[config.mk]
export PLATFORM = sky130hd
export DESIGN_NAME = uart_buf_irq
export DESIGN_NICKNAME = d
export VERILOG_FILES = /design/src/rtl/ubuf_pkg.sv /design/src/rtl/ubuf_fifo.sv /design/src/rtl/ubuf_datapath.sv /design/src/rtl/ubuf_ctrl.sv /design/src/rtl/uart_buf_irq.sv
export SDC_FILE = /design/constraint.sdc
export NUM_CORES = 1
export LEC_CHECK = 0
export ABC_AREA = 1
export BUFFER_PORTS_ARGS = -buffer_cell sky130_fd_sc_hd__buf_2
export CORE_MARGIN = 2
export CORE_UTILIZATION = 40
export CTS_CLUSTER_SIZE = 8
export DETAILED_ROUTE_END_ITERATION = 16
export REMOVE_ABC_BUFFERS = 1
export SYNTH_ARGS = -nofsm -noshare
export SYNTH_HDL_FRONTEND = slang
export SYNTH_SLANG_ARGS = --single-unit
[constraint.sdc]
create_clock -name clk -period 2.3 [get_ports clk]
set_input_delay 0.46 -clock clk [delete_from_list [all_inputs] [get_ports clk]]
set_output_delay 0.46 -clock clk [all_outputs]
set_load 0.05 [all_outputs]
[src/rtl/ubuf_pkg.sv]
package ubuf_pkg;
  localparam logic [1:0] ADDR_DATA = 2'd0;
  localparam logic [1:0] ADDR_EN   = 2'd1;
  localparam logic [1:0] ADDR_ID   = 2'd2;
  localparam logic [1:0] ADDR_STAT = 2'd3;

  localparam logic [2:0] CODE_NONE = 3'd0;
  localparam logic [2:0] CODE_THRE = 3'd1;
  localparam logic [2:0] CODE_RXDA = 3'd2;
  localparam logic [2:0] CODE_LINE = 3'd3;

  typedef struct packed {
    logic rxPush;
    logic rxPop;
    logic rxClr;
    logic txPush;
    logic txPop;
    logic txClr;
  } ubufStrobes_t;
endpackage

[src/rtl/ubuf_fifo.sv]
module ubuf_fifo #(
  parameter int DEPTH = 16,
  parameter int WIDTH = 8,
  localparam int PW = (DEPTH > 1) ? $clog2(DEPTH) : 1,
  localparam int CW = $clog2(DEPTH + 1)
) (
  input  logic             clk,
  input  logic             rst_n,
  input  logic             push,
  input  logic             pop,
  input  logic             clr,
  input  logic [WIDTH-1:0] din,
  output logic [WIDTH-1:0] dout,
  output logic [CW-1:0]    count
);
  logic [WIDTH-1:0] mem [DEPTH];
  logic [PW-1:0] wrPtr, rdPtr;

  function automatic logic [PW-1:0] nextPtr(input logic [PW-1:0] p);
    return (p == PW'(DEPTH - 1)) ? '0 : p + 1'b1;
  endfunction

  always_ff @(posedge clk) begin
    if (push && !clr) mem[wrPtr] <= din;
  end

  always_ff @(posedge clk or negedge rst_n) begin
    if (!rst_n) begin
      wrPtr <= '0;
      rdPtr <= '0;
      count <= '0;
    end else if (clr) begin
      wrPtr <= '0;
      rdPtr <= '0;
      count <= '0;
    end else begin
      if (push) wrPtr <= nextPtr(wrPtr);
      if (pop)  rdPtr <= nextPtr(rdPtr);
      case ({push, pop})
        2'b10:   count <= count + 1'b1;
        2'b01:   count <= count - 1'b1;
        default: count <= count;
      endcase
    end
  end

  assign dout = mem[rdPtr];

  assert_push_room_R4: assert property (@(posedge clk) disable iff (!rst_n)
    (push && !clr) |-> (count < CW'(DEPTH)));
  assert_pop_data_R2: assert property (@(posedge clk) disable iff (!rst_n)
    (pop && !clr) |-> (count != '0));
endmodule

[src/rtl/ubuf_datapath.sv]
module ubuf_datapath
  import ubuf_pkg::*;
#(
  parameter int DEPTH = 16,
  localparam int CW = $clog2(DEPTH + 1)
) (
  input  logic         clk,
  input  logic         rst_n,
  input  ubufStrobes_t str,
  input  logic [7:0]   rxByte,
  input  logic [7:0]   txData,
  output logic [7:0]   rxHead,
  output logic [7:0]   txHead,
  output logic [CW-1:0] rxCount,
  output logic [CW-1:0] txCount
);
  ubuf_fifo #(.DEPTH(DEPTH), .WIDTH(8)) u_rxq (
    .clk(clk), .rst_n(rst_n),
    .push(str.rxPush), .pop(str.rxPop), .clr(str.rxClr),
    .din(rxByte), .dout(rxHead), .count(rxCount)
  );

  ubuf_fifo #(.DEPTH(DEPTH), .WIDTH(8)) u_txq (
    .clk(clk), .rst_n(rst_n),
    .push(str.txPush), .pop(str.txPop), .clr(str.txClr),
    .din(txData), .dout(txHead), .count(txCount)
  );
endmodule

[src/rtl/ubuf_ctrl.sv]
module ubuf_ctrl
  import ubuf_pkg::*;
#(
  parameter int DEPTH = 16,
  localparam int CW = $clog2(DEPTH + 1)
) (
  input  logic          clk,
  input  logic          rst_n,
  input  logic          regWr,
  input  logic          regRd,
  input  logic [1:0]    regAddr,
  input  logic [7:0]    regWdata,
  output logic [7:0]    regRdata,
  input  logic          rxValid,
  input  logic          txReady,
  output logic          txValid,
  output logic          irqOut,
  input  logic [7:0]    rxHead,
  input  logic [CW-1:0] rxCount,
  input  logic [CW-1:0] txCount,
  output ubufStrobes_t  str
);
  logic       fifoEn;
  logic [1:0] trigSel;
  logic [2:0] ieReg;
  logic       overrun;
  logic       thrPend;

  logic [CW-1:0] cap, thr;
  logic rxFull, txFull, rxNonEmpty;
  logic wrData, rdData, wrCtl, rdId, wrEn, rdStat;
  logic lsPend, rdPend, thPend;
  logic [2:0] idCode;
  logic [7:0] idVal, statVal;

  assign wrData = regWr && (regAddr == ADDR_DATA);
  assign rdData = regRd && (regAddr == ADDR_DATA);
  assign wrEn   = regWr && (regAddr == ADDR_EN);
  assign wrCtl  = regWr && (regAddr == ADDR_ID);
  assign rdId   = regRd && (regAddr == ADDR_ID);
  assign rdStat = regRd && (regAddr == ADDR_STAT);

  assign cap        = fifoEn ? CW'(DEPTH) : CW'(1);
  assign rxFull     = (rxCount >= cap);
  assign txFull     = (txCount >= cap);
  assign rxNonEmpty = (rxCount != '0);

  always_comb begin
    if (!fifoEn) thr = CW'(1);
    else begin
      case (trigSel)
        2'd0:    thr = CW'(1);
        2'd1:    thr = CW'(4);
        2'd2:    thr = CW'(8);
        default: thr = CW'(14);
      endcase
    end
  end

  always_comb begin
    str        = '0;
    str.rxPush = rxValid && !rxFull;
    str.rxPop  = rdData && rxNonEmpty;
    str.rxClr  = wrCtl && regWdata[1];
    str.txPush = wrData && !txFull;
    str.txPop  = txReady && (txCount != '0);
    str.txClr  = wrCtl && regWdata[2];
  end

  assign lsPend = ieReg[2] && overrun;
  assign rdPend = ieReg[0] && rxNonEmpty && (rxCount >= thr);
  assign thPend = ieReg[1] && thrPend;

  always_comb begin
    if (lsPend)      idCode = CODE_LINE;
    else if (rdPend) idCode = CODE_RXDA;
    else if (thPend) idCode = CODE_THRE;
    else             idCode = CODE_NONE;
  end

  assign idVal   = {4'b0000, idCode, (idCode == CODE_NONE)};
  assign statVal = {2'b00, !txFull, 3'b000, overrun, rxNonEmpty};
  assign irqOut  = lsPend || rdPend || thPend;
  assign txValid = (txCount != '0);

  always_comb begin
    case (regAddr)
      ADDR_DATA: regRdata = rxNonEmpty ? rxHead : 8'h00;
      ADDR_EN:   regRdata = {5'b00000, ieReg};
      ADDR_ID:   regRdata = idVal;
      default:   regRdata = statVal;
    endcase
  end

  always_ff @(posedge clk or negedge rst_n) begin
    if (!rst_n) begin
      fifoEn  <= 1'b0;
      trigSel <= 2'd0;
      ieReg   <= 3'd0;
      overrun <= 1'b0;
      thrPend <= 1'b1;
    end else begin
      if (wrCtl) begin
        fifoEn  <= regWdata[0];
        trigSel <= regWdata[7:6];
      end
      if (wrEn) ieReg <= regWdata[2:0];

      if (rxValid && rxFull && !str.rxClr) overrun <= 1'b1;
      else if (rdStat)                     overrun <= 1'b0;

      if (str.txClr || (str.txPop && txCount == CW'(1) && !str.txPush))
        thrPend <= 1'b1;
      else if (str.txPush || (rdId && idCode == CODE_THRE))
        thrPend <= 1'b0;
    end
  end

  assert_overrun_hold_R5: assert property (@(posedge clk) disable iff (!rst_n)
    (overrun && !rdStat) |=> overrun);
  assert_rx_clear_R7: assert property (@(posedge clk) disable iff (!rst_n)
    str.rxClr |=> (rxCount == '0));
  assert_drain_arms_R11: assert property (@(posedge clk) disable iff (!rst_n)
    $fell(txValid) |-> thrPend);
  assert_trigger_irq_R6: assert property (@(posedge clk) disable iff (!rst_n)
    (ieReg[0] && rxCount >= thr && rxCount != '0) |-> irqOut);
endmodule

[src/rtl/uart_buf_irq.sv]
module uart_buf_irq
  import ubuf_pkg::*;
#(
  parameter int DEPTH = 16,
  localparam int CW = $clog2(DEPTH + 1)
) (
  input  logic       clk,
  input  logic       rst_n,
  input  logic       regWr,
  input  logic       regRd,
  input  logic [1:0] regAddr,
  input  logic [7:0] regWdata,
  output logic [7:0] regRdata,
  input  logic       rxValid,
  input  logic [7:0] rxByte,
  input  logic       txReady,
  output logic       txValid,
  output logic [7:0] txByte,
  output logic       irqOut
);
  ubufStrobes_t str;
  logic [7:0]    rxHead;
  logic [CW-1:0] rxCount, txCount;

  ubuf_ctrl #(.DEPTH(DEPTH)) u_ctrl (
    .clk(clk), .rst_n(rst_n),
    .regWr(regWr), .regRd(regRd), .regAddr(regAddr), .regWdata(regWdata),
    .regRdata(regRdata), .rxValid(rxValid), .txReady(txReady),
    .txValid(txValid), .irqOut(irqOut), .rxHead(rxHead),
    .rxCount(rxCount), .txCount(txCount), .str(str)
  );

  ubuf_datapath #(.DEPTH(DEPTH)) u_dp (
    .clk(clk), .rst_n(rst_n), .str(str),
    .rxByte(rxByte), .txData(regWdata),
    .rxHead(rxHead), .txHead(txByte),
    .rxCount(rxCount), .txCount(txCount)
  );
endmodule

# Word-level counts from Yosys, hierarchy flattened
# Memory sizes are Yosys's and may differ from the RTL's.
# Cells that the tools add are included.
[totals]
inputBits = 24
out_inout_bits = 18
n_memories = 2
ram_bits = 256
register_bits = 34
[op_classes]
eq_ne = 15
magnitude_cmp = 3
n_mux = 32
n_reduce_logical = 45
n_addsub = 8
[mem_list]
columns = ["memory", "depth", "width", "read_ports", "rd_ports_with_merged_regs", "write_ports", "line_no", "source"]
rows = [
  ["u_dp.u_rxq.mem", 16, 8, 1, 0, 1, "ubuf_fifo.sv:16", "logic [WIDTH-1:0] mem [DEPTH];"],
  ["u_dp.u_txq.mem", 16, 8, 1, 0, 1, "ubuf_fifo.sv:16", ""],
]
[op_table]
columns = ["cell", "n"]
rows = [
  ["$mux W4", 13],
  ["$pmux W8 S3", 1],
  ["$logic_and A1 B1 Y1", 23],
  ["$pmux W5 S2", 2],
  ["$add A4 B1 Y4 const B", 4],
  ["$eq A4 B4 Y1 const B", 4],
  ["$mux W5", 3],
  ["$pmux W4 S3", 1],
  ["$reduce_bool A2 Y1", 6],
  ["$add A5 B1 Y5 const B", 2],
  ["$eq A2 B2 Y1 const B", 5],
  ["$ge A5 B5 Y1", 2],
  ["$reduce_bool A5 Y1", 2],
  ["$sub A5 B1 Y5 const B", 2],
  ["$mux W1", 9],
  ["$eq A2 B1 Y1 const B", 4],
  ["$mux W8", 1],
  ["$mux W3", 2],
  ["$reduce_bool A3 Y1", 2],
  ["$eq A5 B1 Y1 const B", 1],
  ["$ge A5 B4 Y1", 1],
  ["$logic_not A1 Y1", 5],
  ["$logic_not A2 Y1", 2],
  ["$logic_or A1 B1 Y1", 4],
  ["other kinds (2)", 2],
]

# Longest topological paths before layout
# Gate-level depths: netlist of run 1.
[logic_depth]
word_depth = 12
mapped_depth = 19

# Hierarchy
# From an unflattened synthesis of run 1, not the netlist that was laid out.
[unflattened]
cells_unflattened = 1151
area_unflattened_um2 = 12734.7
[modules_own_cells]
columns = ["module", "cells_per_inst", "area_each_um2", "seq_area_each_um2", "instances"]
rows = [
  ["ubuf_fifo at u_dp.u_rxq", 521, 5967.0, 4169.0, 1],
  ["ubuf_fifo at u_dp.u_txq", 494, 5884.4, 4169.0, 1],
  ["ubuf_ctrl", 136, 883.3, 201.4, 1],
]

# Worst setup path before layout of run 1
# OpenSTA, ideal clock, no wires.
[synth_timing]
kind = "reg2out"
start = "register u_dp.u_txq.rdPtr[0]"
end = "output port txByte[6]"
stages_incl_launch_ff = 8
path_slack_ns = -0.325
arrival_time_ns = 2.165
path_cell_list = "dfrtp_1 -> inv_1 -> buf_2 -> buf_2 -> nor2_1 -> o22ai_1 -> o21ai_0 -> o21ai_0"
[synth_between]
elab_chain_cells = 1
[synth_rtl]
columns = ["element", "line_no", "source"]
rows = [
  ["start, declared", "ubuf_fifo.sv:17", "logic [PW-1:0] wrPtr, rdPtr;"],
  ["start signal, assigned", "ubuf_fifo.sv:38", "if (pop) rdPtr <= nextPtr(rdPtr);"],
  ["$mem_v2 Z16 W8", "--", ""],
  ["end, declared", "uart_buf_irq.sv:18", "output logic [7:0] txByte,"],
]
# Every way passes these cells.

# Worst setup path in the final report of run 1
[layout_timing]
start = "register u_ctrl.trigSel[1]"
end = "output port regRdata[2]"
[layout_between]
elab_chain_cells = 8
[layout_rtl]
columns = ["element", "line_no", "source"]
rows = [
  ["start, declared", "ubuf_ctrl.sv:24", "logic [1:0] trigSel;"],
  ["start signal, assigned", "ubuf_ctrl.sv:105", "trigSel <= regWdata[7:6];"],
  ["$eq A2 B2 Y1, or another cell as far along", "ubuf_ctrl.sv:51", "case (trigSel)"],
  ["$pmux W4 S3 *", "ubuf_ctrl.sv:51", ""],
  ["$mux W4 *", "ubuf_ctrl.sv:49", "if (!fifoEn) thr = CW'(1);"],
  ["$ge A5 B4 Y1 *", "ubuf_ctrl.sv:71", "assign rdPend = ieReg[0] && rxNonEmpty && (rxCount >= thr);"],
  ["$logic_and A1 B1 Y1 *", "ubuf_ctrl.sv:71", ""],
  ["$mux W3 *", "ubuf_ctrl.sv:76", "else if (rdPend) idCode = CODE_RXDA;"],
  ["$mux W3 *", "ubuf_ctrl.sv:75", "if (lsPend) idCode = CODE_LINE;"],
  ["$pmux W8 S3 *", "ubuf_ctrl.sv:87", "case (regAddr)"],
  ["end, declared", "uart_buf_irq.sv:13", "output logic [7:0] regRdata,"],
]
# Every way passes the cells marked *; elsewhere a longest branch is shown, timed or not.

==> results of run 1 <==
[area by class of cell]
class / instances / area, sq um / share of cell area (%)
Tap cell: 402 / 503 / 3.06
Clock buffer: 55 / 1100 / 6.68
Sequential cell: 290 / 8540 / 51.9
Timing Repair Buffer: 161 / 1760 / 10.7
Multi-Input combinational cell: 747 / 4150 / 25.2
Inverter: 85 / 337 / 2.04
Clock inverter: 4 / 66.3 / 0.403
[per-layer routing]
layer	track usage, %	share of wire (%)	vias up
li1	-	-	4380
met1	25.2	42	4424
met5	0	0	-
met2	33.3	50	268
met4	5.44	2.3	0
met3	2.94	5.1	52
[Yosys cell counts, drive strengths merged]
cell type  count
edfxtp       256
nand2        243
nor2         177
o21ai        115
inv           83
nand3         74
buf           34
dfrtp         33
o22ai         28
ha            24
a21oi         21
clkbuf        16
o211ai        14
nand4         13
nor3           9
xor2           7
o31ai          5
or2            4
xnor2          4
nand3b         3
clkinv         2
o2111ai        2
o21a           2
a32o           1
dfstp          1
fa             1
[through the flow]
step | TNS, ns | area, sq um
final | -5.82 | 16500
after detailed placement | -0.0988 | 14000
after CTS | -5.16 | 15800
after global routing | -19.77 | 16500
after global placement | -0.0307 | 14000
after floorplan | -24.13 | 12600
[worst min-delay path by stage]
stage                     slack [ns]                   to            from  depth (start not counted)
after floorplan                 0.16        u_ctrl.fifoEn           rst_n                          0
after global placement          0.47       u_ctrl.thrPend  u_ctrl.thrPend                          2
after detailed placement        0.48       u_ctrl.thrPend  u_ctrl.thrPend                          2
after CTS                       0.05  u_dp.u_txq.rdPtr[3]           rst_n                          1
after global routing            0.09  u_dp.u_txq.rdPtr[3]           rst_n                          1
final                           0.02  u_dp.u_txq.rdPtr[3]           rst_n                          1
[power groups by stage]
stage | Combinational, mW | Sequential, mW | Clock, mW
after floorplan | 3.89 | 6.77 | 0
after global placement | 6.57 | 6.51 | 0
after detailed placement | 6.63 | 6.52 | 0
after CTS | 7.97 | 6.45 | 5.61
after global routing | 9.84 | 6.53 | 5.83
final | 9.08 | 6.49 | 5.53
[worst max-delay path, cell delays in order, from the launching register on]
cell and delay [ns]:
dfrtp_1 0.42, o21ai_1 0.14, ha_1 0.24, inv_1 0.05, nand2_1 0.06, nand3_2 0.08, nand3_2 0.08, nand2_2 0.11
a21oi_2 0.06, a21oi_2 0.22, nand2_2 0.13, buf_8 0.17
[repair_timing]
action                                  CTS  global route
resized for setup                       116           120
endpoints found under the setup margin   30           259
setup buffers                             7            15
cloned                                    8            10
pin swaps                                17            48
[cells by family after synthesis]
logic type / Yosys count / synth area share [%]
AO/OA/AOI/OAI: 188 / 8.13
XOR/XNOR: 11 / 0.752
adder cells (fa/ha/maj): 25 / 2.50
buffers and inverters: 135 / 4.37
flip-flops: 290 / 66.7
AND/OR/NAND/NOR: 523 / 17.6
[state kept, by name (all words and copies together), names as in the netlist]
signal,count
u_dp.u_rxq.rdPtr,4
u_dp.u_txq.count,5
u_dp.u_txq.wrPtr,4
u_ctrl.trigSel,2
u_dp.u_rxq.count,5
u_dp.u_txq.rdPtr,4
u_ctrl.fifoEn,1
u_ctrl.thrPend,1
u_dp.u_rxq.wrPtr,4
u_dp.u_rxq.mem,128
u_dp.u_txq.mem,128
u_ctrl.overrun,1
u_ctrl.ieReg,3
==> summary.md, run 1 <==
| Metric | Value |
|---|---|
| Outcome | `complete, but fails checks` |
| Violated checks | `setup timing` |
| Antenna violations before repair | `0` |
| Root buf cell | `clkbuf_16` |
| CTS tree | `yes` |
| DR iter-0 viols | `778` |
| Highest-count cells in the layout ignoring fill and taps | `edfxtp_1, nand2_1, nor2_1` |
| Total number of vias | `9,124` |
| Final WS setup | `-0.428 ns` |
| Achievable Freq | `367 MHz` |
| CTS Buffer Depth | `3` |
| Area growth syn-to-layout | `28.5%` |
| Die Span Y | `183 microns` |
| Most common cell after layout, fill and taps aside | `edfxtp_1` |
| Layout net count | `1,376` |
| Drt pass-1 iters | `5` |
| Unrepaired setup endpoints after global routing | `true` |
| Leading area contributor after synthesis | `edfxtp_1` |
| Worst r2r path cells | `17` |
| Clk_skew | `0.0172 ns` |
| Final min period | `2.73 ns` |
| Final setup vio count | `34` |
| Layout Cells excl Fill | `1,744` |
| Flop pwr share | `30.8%` |
| Reg-to-Reg Start | `u_ctrl.fifoEn` |
| GRT Total Usage | `19.2%` |
| Residual DRC | `0` |
| Fin. Hold Viols | `0` |
| Final worst-path cycle share | `119%` |
| CP startpoint | `u_ctrl.trigSel[1]` |
| HPWL after detailed placement | `19,700 microns` |
| Layout cells sized above 1 | `25.8%` |
| CP arrival | `2.27 ns` |
| Crit-path max FO | `4` |
| Critical path class | `flop to primary output` |
| Largest net degree at the start of global routing | `35` |
| Syn_area_per_cell | `10.9 sq um` |
| Top cells by area, synth | `edfxtp_1, nand2_1, dfrtp_1` |
| Total gr overflow | `0` |
| Yosys top cell area share | `60.0%` |
| Vias/cell | `5.23` |
| Worst Hold Class | `primary input to async pin` |
| Yosys warning total | `0` |
| Post-synthesis cell area | `0.0128 sq mm` |
| Crit path capture type | `primary output` |
| Initial Util | `40.6%` |
| Core Region | `0.0316 sq mm` |
| MaxCap Viol Count | `0` |
| CTS Hold Bufs | `0` |
| Number of diodes | `0` |
| Clock sink count | `290` |
| FF+latch count, synth | `290` |
| WL/cell | `19.1 microns` |
| Max-slew violation count | `0` |
| Routed WL | `33,300 microns` |
| First-pass GRT wire length | `49,500 microns` |
| RePlAce Congestion | `0.829` |
| Antenna Violating Nets Remaining | `0` |
| Slew @ Worst Pin | `0.819 ns` |
| Power Density | `1280 mW/mm^2` |
| Filler cell count | `2,714` |
| Final core occ | `52.2%` |
| Pre-CTS WS | `-0.0571 ns` |
| Combinational power share | `43.0%` |
| Cts bufs inserted | `42` |
| Gate Count Post-Synth | `1,172` |
| Slew margin rel. | `45.4%` |
| Final hold slack | `0.0188 ns` |
| FP Rows | `65` |
| Internal | `13.2 mW` |
| Sequential-to-total area share from yosys stat | `66.7%` |
| Clock network fraction of design power | `26.2%` |
| I/O pin count | `42` |
| Worst ir drop on vdd | `0.890 mV` |
| Die area | `0.0335 sq mm` |
| Net Sw Frac | `37.4%` |
| H-tree levels | `2` |
| Buffers on Ports | `41` |
| Leak pwr | `6.38 nW` |
| Critical Path End | `regRdata[2]` |
| Vias in the first global route | `8,727` |
| Overall Power | `21.1 mW` |
| Clock latency on the worst-skew pair | `0.54 ns` |
| Flop2flop setup slack | `-0.08 ns` |
| Dpl cells | `1,648` |
| Die Span X | `183 microns` |
| Sw Pwr | `7.89 mW` |
| Crit start category | `flop` |
| Count of unique library cells instantiated by Yosys | `38` |
| Reg-to-reg critical path endpoint | `u_dp.u_rxq.count[4]` |
| Clk slew on worst S/H paths | `0.06 ns` |
| CP Data Required Time | `1.84 ns` |
(Power assumes the default switching activity.)
==> run 2, diff against run 1 <==
Settings changed: RECOVER_POWER from default to 25.
==> summary.md, run 2 (synthesized netlist as in run 1, its figures left out) <==
| Metric | Value |
|---|---|
| Fin. Hold Viols | `0 (unchanged)` |
| HPWL after detailed placement | `19,700 microns (unchanged)` |
| Area growth syn-to-layout | `28.4% (was 28.5%)` |
| I/O pin count | `42 (unchanged)` |
| Achievable Freq | `366 MHz (was 367 MHz)` |
| Violated checks | `setup timing (unchanged)` |
| Regs by FF count | `u_dp.u_rxq.mem (128), u_dp.u_txq.mem (128) (unchanged)` |
| Cts bufs inserted | `42 (unchanged)` |
| CP arrival | `2.27 ns (about the same)` |
| Antenna Violating Nets Remaining | `0 (unchanged)` |
| Layout cells sized above 1 | `25.1% (was 25.8%)` |
| WL/cell | `19.2 microns (was 19.1 microns)` |
| Total number of vias | `9,152 (was 9,124)` |
| Buffers on Ports | `41 (unchanged)` |
| Power Density | `1280 mW/mm^2 (about the same)` |
| GRT Total Usage | `19.2% (unchanged)` |
| Clk slew on worst S/H paths | `0.06 ns (about the same)` |
| Worst r2r path cells | `17 (unchanged)` |
| Residual DRC | `0 (unchanged)` |
| CTS tree | `yes (unchanged)` |
| Internal | `13.2 mW (about the same)` |
| Worst Hold Class | `primary input to async pin (unchanged)` |
| Die area | `0.0335 sq mm (unchanged)` |
| Crit path capture type | `primary output (unchanged)` |
| RePlAce Congestion | `0.829 (unchanged)` |
| H-tree levels | `2 (unchanged)` |
| Max-slew violation count | `0 (unchanged)` |
| Routed WL | `33,500 microns (was 33,300 microns)` |
| Sw Pwr | `7.91 mW (was 7.89 mW)` |
| Unrepaired setup endpoints after global routing | `true (unchanged)` |
| Final core occ | `52.1% (was 52.2%)` |
| Clk_skew | `0.0177 ns (was 0.0172 ns)` |
| CP Data Required Time | `1.84 ns (about the same)` |
| Clock sink count | `290 (unchanged)` |
| Number of diodes | `0 (unchanged)` |
| Highest-count cells in the layout ignoring fill and taps | `edfxtp_1, nand2_1, nor2_1 (unchanged)` |
| Die Span X | `183 microns (unchanged)` |
| Final WS setup | `-0.429 ns (was -0.428 ns)` |
| CTS Hold Bufs | `0 (unchanged)` |
| Clock network fraction of design power | `26.2% (about the same)` |
| Total gr overflow | `0 (unchanged)` |
| Vias/cell | `5.25 (was 5.23)` |
| CTS Buffer Depth | `3 (unchanged)` |
| Worst ir drop on vdd | `0.890 mV (about the same)` |
| Slew @ Worst Pin | `0.819 ns (about the same)` |
| MaxCap Viol Count | `0 (unchanged)` |
| Clock latency on the worst-skew pair | `0.55 ns (was 0.54 ns)` |
| Pre-CTS WS | `-0.0571 ns (unchanged)` |
| First-pass GRT wire length | `49,500 microns (unchanged)` |
| FP Rows | `65 (unchanged)` |
| Most common cell after layout, fill and taps aside | `edfxtp_1 (unchanged)` |
| Layout net count | `1,376 (unchanged)` |
| DR iter-0 viols | `775 (was 778)` |
| Final worst-path cycle share | `119% (about the same)` |
| Final min period | `2.73 ns (about the same)` |
| Slew margin rel. | `45.4% (about the same)` |
| Final hold slack | `0.0176 ns (was 0.0188 ns)` |
| Net Sw Frac | `37.4% (about the same)` |
| Drt pass-1 iters | `6 (was 5)` |
| Flop pwr share | `30.7% (was 30.8%)` |
| Antenna violations before repair | `0 (unchanged)` |
| Die Span Y | `183 microns (unchanged)` |
| Crit start category | `flop (unchanged)` |
| Largest net degree at the start of global routing | `35 (unchanged)` |
| Leak pwr | `6.35 nW (was 6.38 nW)` |
| Root buf cell | `clkbuf_16 (unchanged)` |
| Crit-path max FO | `4 (unchanged)` |
| Core Region | `0.0316 sq mm (unchanged)` |
| Vias in the first global route | `8,727 (unchanged)` |
| Filler cell count | `2,722 (was 2,714)` |
| Final setup vio count | `34 (unchanged)` |
| Critical path class | `flop to primary output (unchanged)` |
| Initial Util | `40.6% (unchanged)` |
| Outcome | `complete, but fails checks (unchanged)` |
| Combinational power share | `43.0% (about the same)` |
run 2: cell count changes in the layout (fill, tap and decap cells not counted), sizes merged:
cell / change
buf: -9
clkbuf: +9
run 2: path summary, 6_finish.rpt:
check / start / endpoint / slack [ns]
min in group clk: rxValid / u_ctrl.overrun / 0.21
min: rst_n / u_dp.u_txq.rdPtr[3] / 0.02
min reg2reg: u_ctrl.thrPend / u_ctrl.thrPend / 0.49
max: u_ctrl.trigSel[1] / regRdata[2] / -0.43
max in group asynchronous: rst_n / u_dp.u_rxq.rdPtr[0] / 1.70
max reg2reg: u_ctrl.fifoEn / u_dp.u_rxq.count[4] / -0.08
run 2: layout make-up:
type | instances | area, sq um | share of cell area (%)
flip-flops and latches | 290 | 8540 | 51.9
multi-input cells | 747 | 4150 | 25.2
repair buffers | 161 | 1750 | 10.7
clock buffers | 55 | 1100 | 6.69
well taps | 402 | 503 | 3.06
inverters | 85 | 337 | 2.05
clock inverters | 4 | 66.3 | 0.403
run 2: per-stage QoR:
stage | setup TNS (ns) | total power, mW | std cells | area, sq um
6_report | -5.89 | 21.1 | 1744 | 16500
3_3_place_gp | -0.0307 | 13.1 | 1648 | 14000
3_5_place_dp | -0.0988 | 13.1 | 1648 | 14000
4_1_cts | -5.16 | 20.0 | 1722 | 15800
2_1_floorplan | -24.13 | 10.7 | 1122 | 12600
5_1_grt | -19.77 | 22.2 | 1744 | 16500
run 2: timing repair:
| item | 4_1_cts | 5_1_grt |
|---|---|---|
| resized for setup | 116 | 120 |
| buffers inserted | 7 | 15 |
| pin swaps | 17 | 48 |
| cloned | 8 | 10 |
| setup endpoints to repair | 30 | 259 |
run 2: worst max-delay path: stages, from the launching register on:
cell,delay [ns]
dfrtp_1,0.42
o21ai_1,0.14
ha_1,0.24
inv_1,0.05
nand2_1,0.06
nand3_2,0.08
nand3_2,0.08
nand2_2,0.11
a21oi_2,0.06
a21oi_2,0.22
nand2_2,0.13
buf_8,0.17
run 2: power by group through the flow:
stage | Clock, mW | Sequential, mW | Combinational [mW]
floorplan | 0 | 6.77 | 3.89
global placement | 0 | 6.51 | 6.57
detailed placement | 0 | 6.52 | 6.63
CTS | 5.61 | 6.45 | 7.97
global route | 5.83 | 6.53 | 9.84
finish | 5.53 | 6.49 | 9.09
run 2: layer usage:
layer  vias up  part of all wire, %  GRT usage (%)
li1       4379                    -              -
met3        52                  5.1           2.94
met5         -                    0              0
met2       271                   50           33.3
met4         0                  2.3           5.44
met1      4450                   42           25.2
==> run 3, diff against run 2 <==
Settings changed: REMOVE_ABC_BUFFERS 1 to default.
==> summary.md, run 3 (synthesized netlist as in run 1, its figures left out) <==
| Metric | Value |
|---|---|
| Pre-CTS WS | `0.0353 ns (was -0.0571 ns)` |
| Vias/cell | `5.16 (was 5.25)` |
| Die Span X | `183 microns (unchanged)` |
| Synth Net Count | `1,221` |
| Clock sink count | `290 (unchanged)` |
| Dpl cells | `1,652 (was 1,648)` |
| Hold endpoint | `u_ctrl.overrun` |
| Number of diodes | `0 (unchanged)` |
| Total number of vias | `9,134 (was 9,152)` |
| Initial Util | `40.6% (unchanged)` |
| Fin. Hold Viols | `0 (unchanged)` |
| CP Data Required Time | `1.84 ns (about the same)` |
| Max-slew violation count | `0 (unchanged)` |
| Reg-to-reg critical path endpoint | `u_dp.u_rxq.mem[12][4] (was u_dp.u_rxq.count[4])` |
| Worst Hold Class | `primary input to flop (was primary input to async pin)` |
| Antenna violations before repair | `0 (unchanged)` |
| HPWL after detailed placement | `20,000 microns (was 19,700 microns)` |
| Crit path capture type | `primary output (unchanged)` |
| Final WS setup | `-0.378 ns (was -0.429 ns)` |
| Worst r2r path cells | `14 (was 17)` |
| Filler cell count | `2,734 (was 2,722)` |
| Residual DRC | `0 (unchanged)` |
| Layout cells sized above 1 | `24.7% (was 25.1%)` |
| Layout Cells excl Fill | `1,769 (was 1,744)` |
| Root buf cell | `clkbuf_16 (unchanged)` |
| Worst ir drop on vdd | `0.852 mV (was 0.890 mV)` |
| Hold path start | `rxValid` |
| Layout net count | `1,382 (was 1,376)` |
| Multi-input logic area | `0.00415 sq mm (about the same)` |
| Final worst-path cycle share | `116% (was 119%)` |
| Hold Path Depth | `3` |
| Violated checks | `setup timing (unchanged)` |
| Clk_skew | `0.0334 ns (was 0.0177 ns)` |
| Most common cell after layout, fill and taps aside | `edfxtp_1 (unchanged)` |
| Power Density | `1260 mW/mm^2 (was 1280 mW/mm^2)` |
| Register area | `0.00855 sq mm (was 0.00854 sq mm)` |
| GRT Total Usage | `19.1% (was 19.2%)` |
| Cts bufs inserted | `42 (unchanged)` |
| Final core occ | `52.1% (about the same)` |
| Drt pass-1 iters | `7 (was 6)` |
| Antenna Violating Nets Remaining | `0 (unchanged)` |
| Buffers on Ports | `41 (unchanged)` |
| Area growth syn-to-layout | `28.4% (about the same)` |
| DR iter-0 viols | `614 (was 775)` |
| Clk slew on worst S/H paths | `0.05 ns (was 0.06 ns)` |
| Final hold slack | `0.240 ns (was 0.0176 ns)` |
| Core Region | `0.0316 sq mm (unchanged)` |
| Routed WL | `32,500 microns (was 33,500 microns)` |
| Crit-path max FO | `14 (was 4)` |
| CTS Buffer Depth | `3 (unchanged)` |
| Overall Power | `20.8 mW (was 21.1 mW)` |
| Reg-to-Reg Start | `u_ctrl.fifoEn (unchanged)` |
| Slew margin rel. | `47.7% (was 45.4%)` |
| Die Span Y | `183 microns (unchanged)` |
| Critical path class | `flop to primary output (unchanged)` |
| Leak pwr | `6.33 nW (was 6.35 nW)` |
| MaxCap Viol Count | `0 (unchanged)` |
| CP arrival | `2.22 ns (was 2.27 ns)` |
| CTS tree | `yes (unchanged)` |
| RePlAce Congestion | `0.798 (was 0.829)` |
| Die area | `0.0335 sq mm (unchanged)` |
| Achievable Freq | `373 MHz (was 366 MHz)` |
| Crit start category | `flop (unchanged)` |
| Final setup vio count | `17 (was 34)` |
| FP Rows | `65 (unchanged)` |
| Slew @ Worst Pin | `0.784 ns (was 0.819 ns)` |
| Largest net degree at the start of global routing | `43 (was 35)` |
| Regs by FF count | `u_dp.u_rxq.mem (128), u_dp.u_txq.mem (128) (unchanged)` |
| Outcome | `complete, but fails checks (unchanged)` |
| WL/cell | `18.4 microns (was 19.2 microns)` |
| Unrepaired setup endpoints after global routing | `true (unchanged)` |
| Total gr overflow | `0 (unchanged)` |
| First-pass GRT wire length | `49,200 microns (was 49,500 microns)` |
| Vias in the first global route | `8,934 (was 8,727)` |
| Highest-count cells in the layout ignoring fill and taps | `edfxtp_1, nand2_1, nor2_1 (unchanged)` |
| Flop2flop setup slack | `0.08 ns (was -0.08 ns)` |
| H-tree levels | `2 (unchanged)` |
| Clock latency on the worst-skew pair | `0.54 ns (was 0.55 ns)` |
| I/O pin count | `42 (unchanged)` |
| Final min period | `2.68 ns (was 2.73 ns)` |
==> run 3: repair_timing <==
item                                   in CTS  in global routing
endpoints found under the hold margin      19                  0
setup buffers                              15                 15
gates resized for setup                   105                126
setup endpoints to repair                  17                200
pin swaps                                  22                 51
hold buffers                                1                  0
gates cloned                                4                  5
==> run 3: layout make-up <==
type                    count  share of cell area, %
flip-flops and latches    290                   51.9
inverters                  85                   2.06
clock buffers              74                   7.25
repair buffers            167                   10.1
well taps                 402                   3.06
multi-input cells         747                   25.2
clock inverters             4                  0.365
==> run 3: power by group <==
part | total (mW) | leakage [nW] | internal, mW | switching (mW)
registers | 6.49 | 2.72 | 6.12 | 0.371
logic | 8.54 | 3.01 | 3.49 | 5.05
clock network | 5.73 | 0.596 | 3.51 | 2.22
total | 20.8 | 6.33 | 13.1 | 7.65
==> run 3: worst max path at each step <==
stage / start / end / slack (ns) / depth (start not counted)
CTS: u_ctrl.fifoEn / regRdata[1] / -0.38 / 13
global placement: u_ctrl.fifoEn / u_dp.u_rxq.mem[13][4] / 0.09 / 11
finish: u_dp.u_rxq.rdPtr[0] / regRdata[4] / -0.38 / 9
global route: u_ctrl.fifoEn / regRdata[2] / -0.49 / 12
detailed placement: u_ctrl.trigSel[1] / regRdata[1] / 0.04 / 12
floorplan: u_dp.u_rxq.count[0] / u_dp.u_rxq.mem[11][0] / -0.03 / 9
==> run 3: worst max-delay path, stage by stage, from the launching register on <==
cell and delay [ns]:
dfrtp_2 0.43, buf_12 0.18, buf_4 0.13, nor2_1 0.04, nor2_1 0.12, o21ai_0 0.15
o211ai_1 0.11, nand3_1 0.16, a21oi_2 0.19, buf_6 0.18
==> run 3: metrics by stage <==
| step | TNS, ns | area [sq um] |
|---|---|---|
| 2_1_floorplan | -0.620 | 12800 |
| 3_3_place_gp | 0 | 14000 |
| 3_5_place_dp | 0 | 14000 |
| 4_1_cts | -4.70 | 15800 |
| 5_1_grt | -9.90 | 16500 |
| 6_report | -4.68 | 16500 |
==> run 3: per-layer routing <==
metal,wire length (microns),vias to the layer above,track usage (%)
met4,780,0,5.98
met1,13300,4449,23.3
li1,-,4404,-
met3,1560,62,3.75
met2,16800,219,34.0
met5,0,-,0
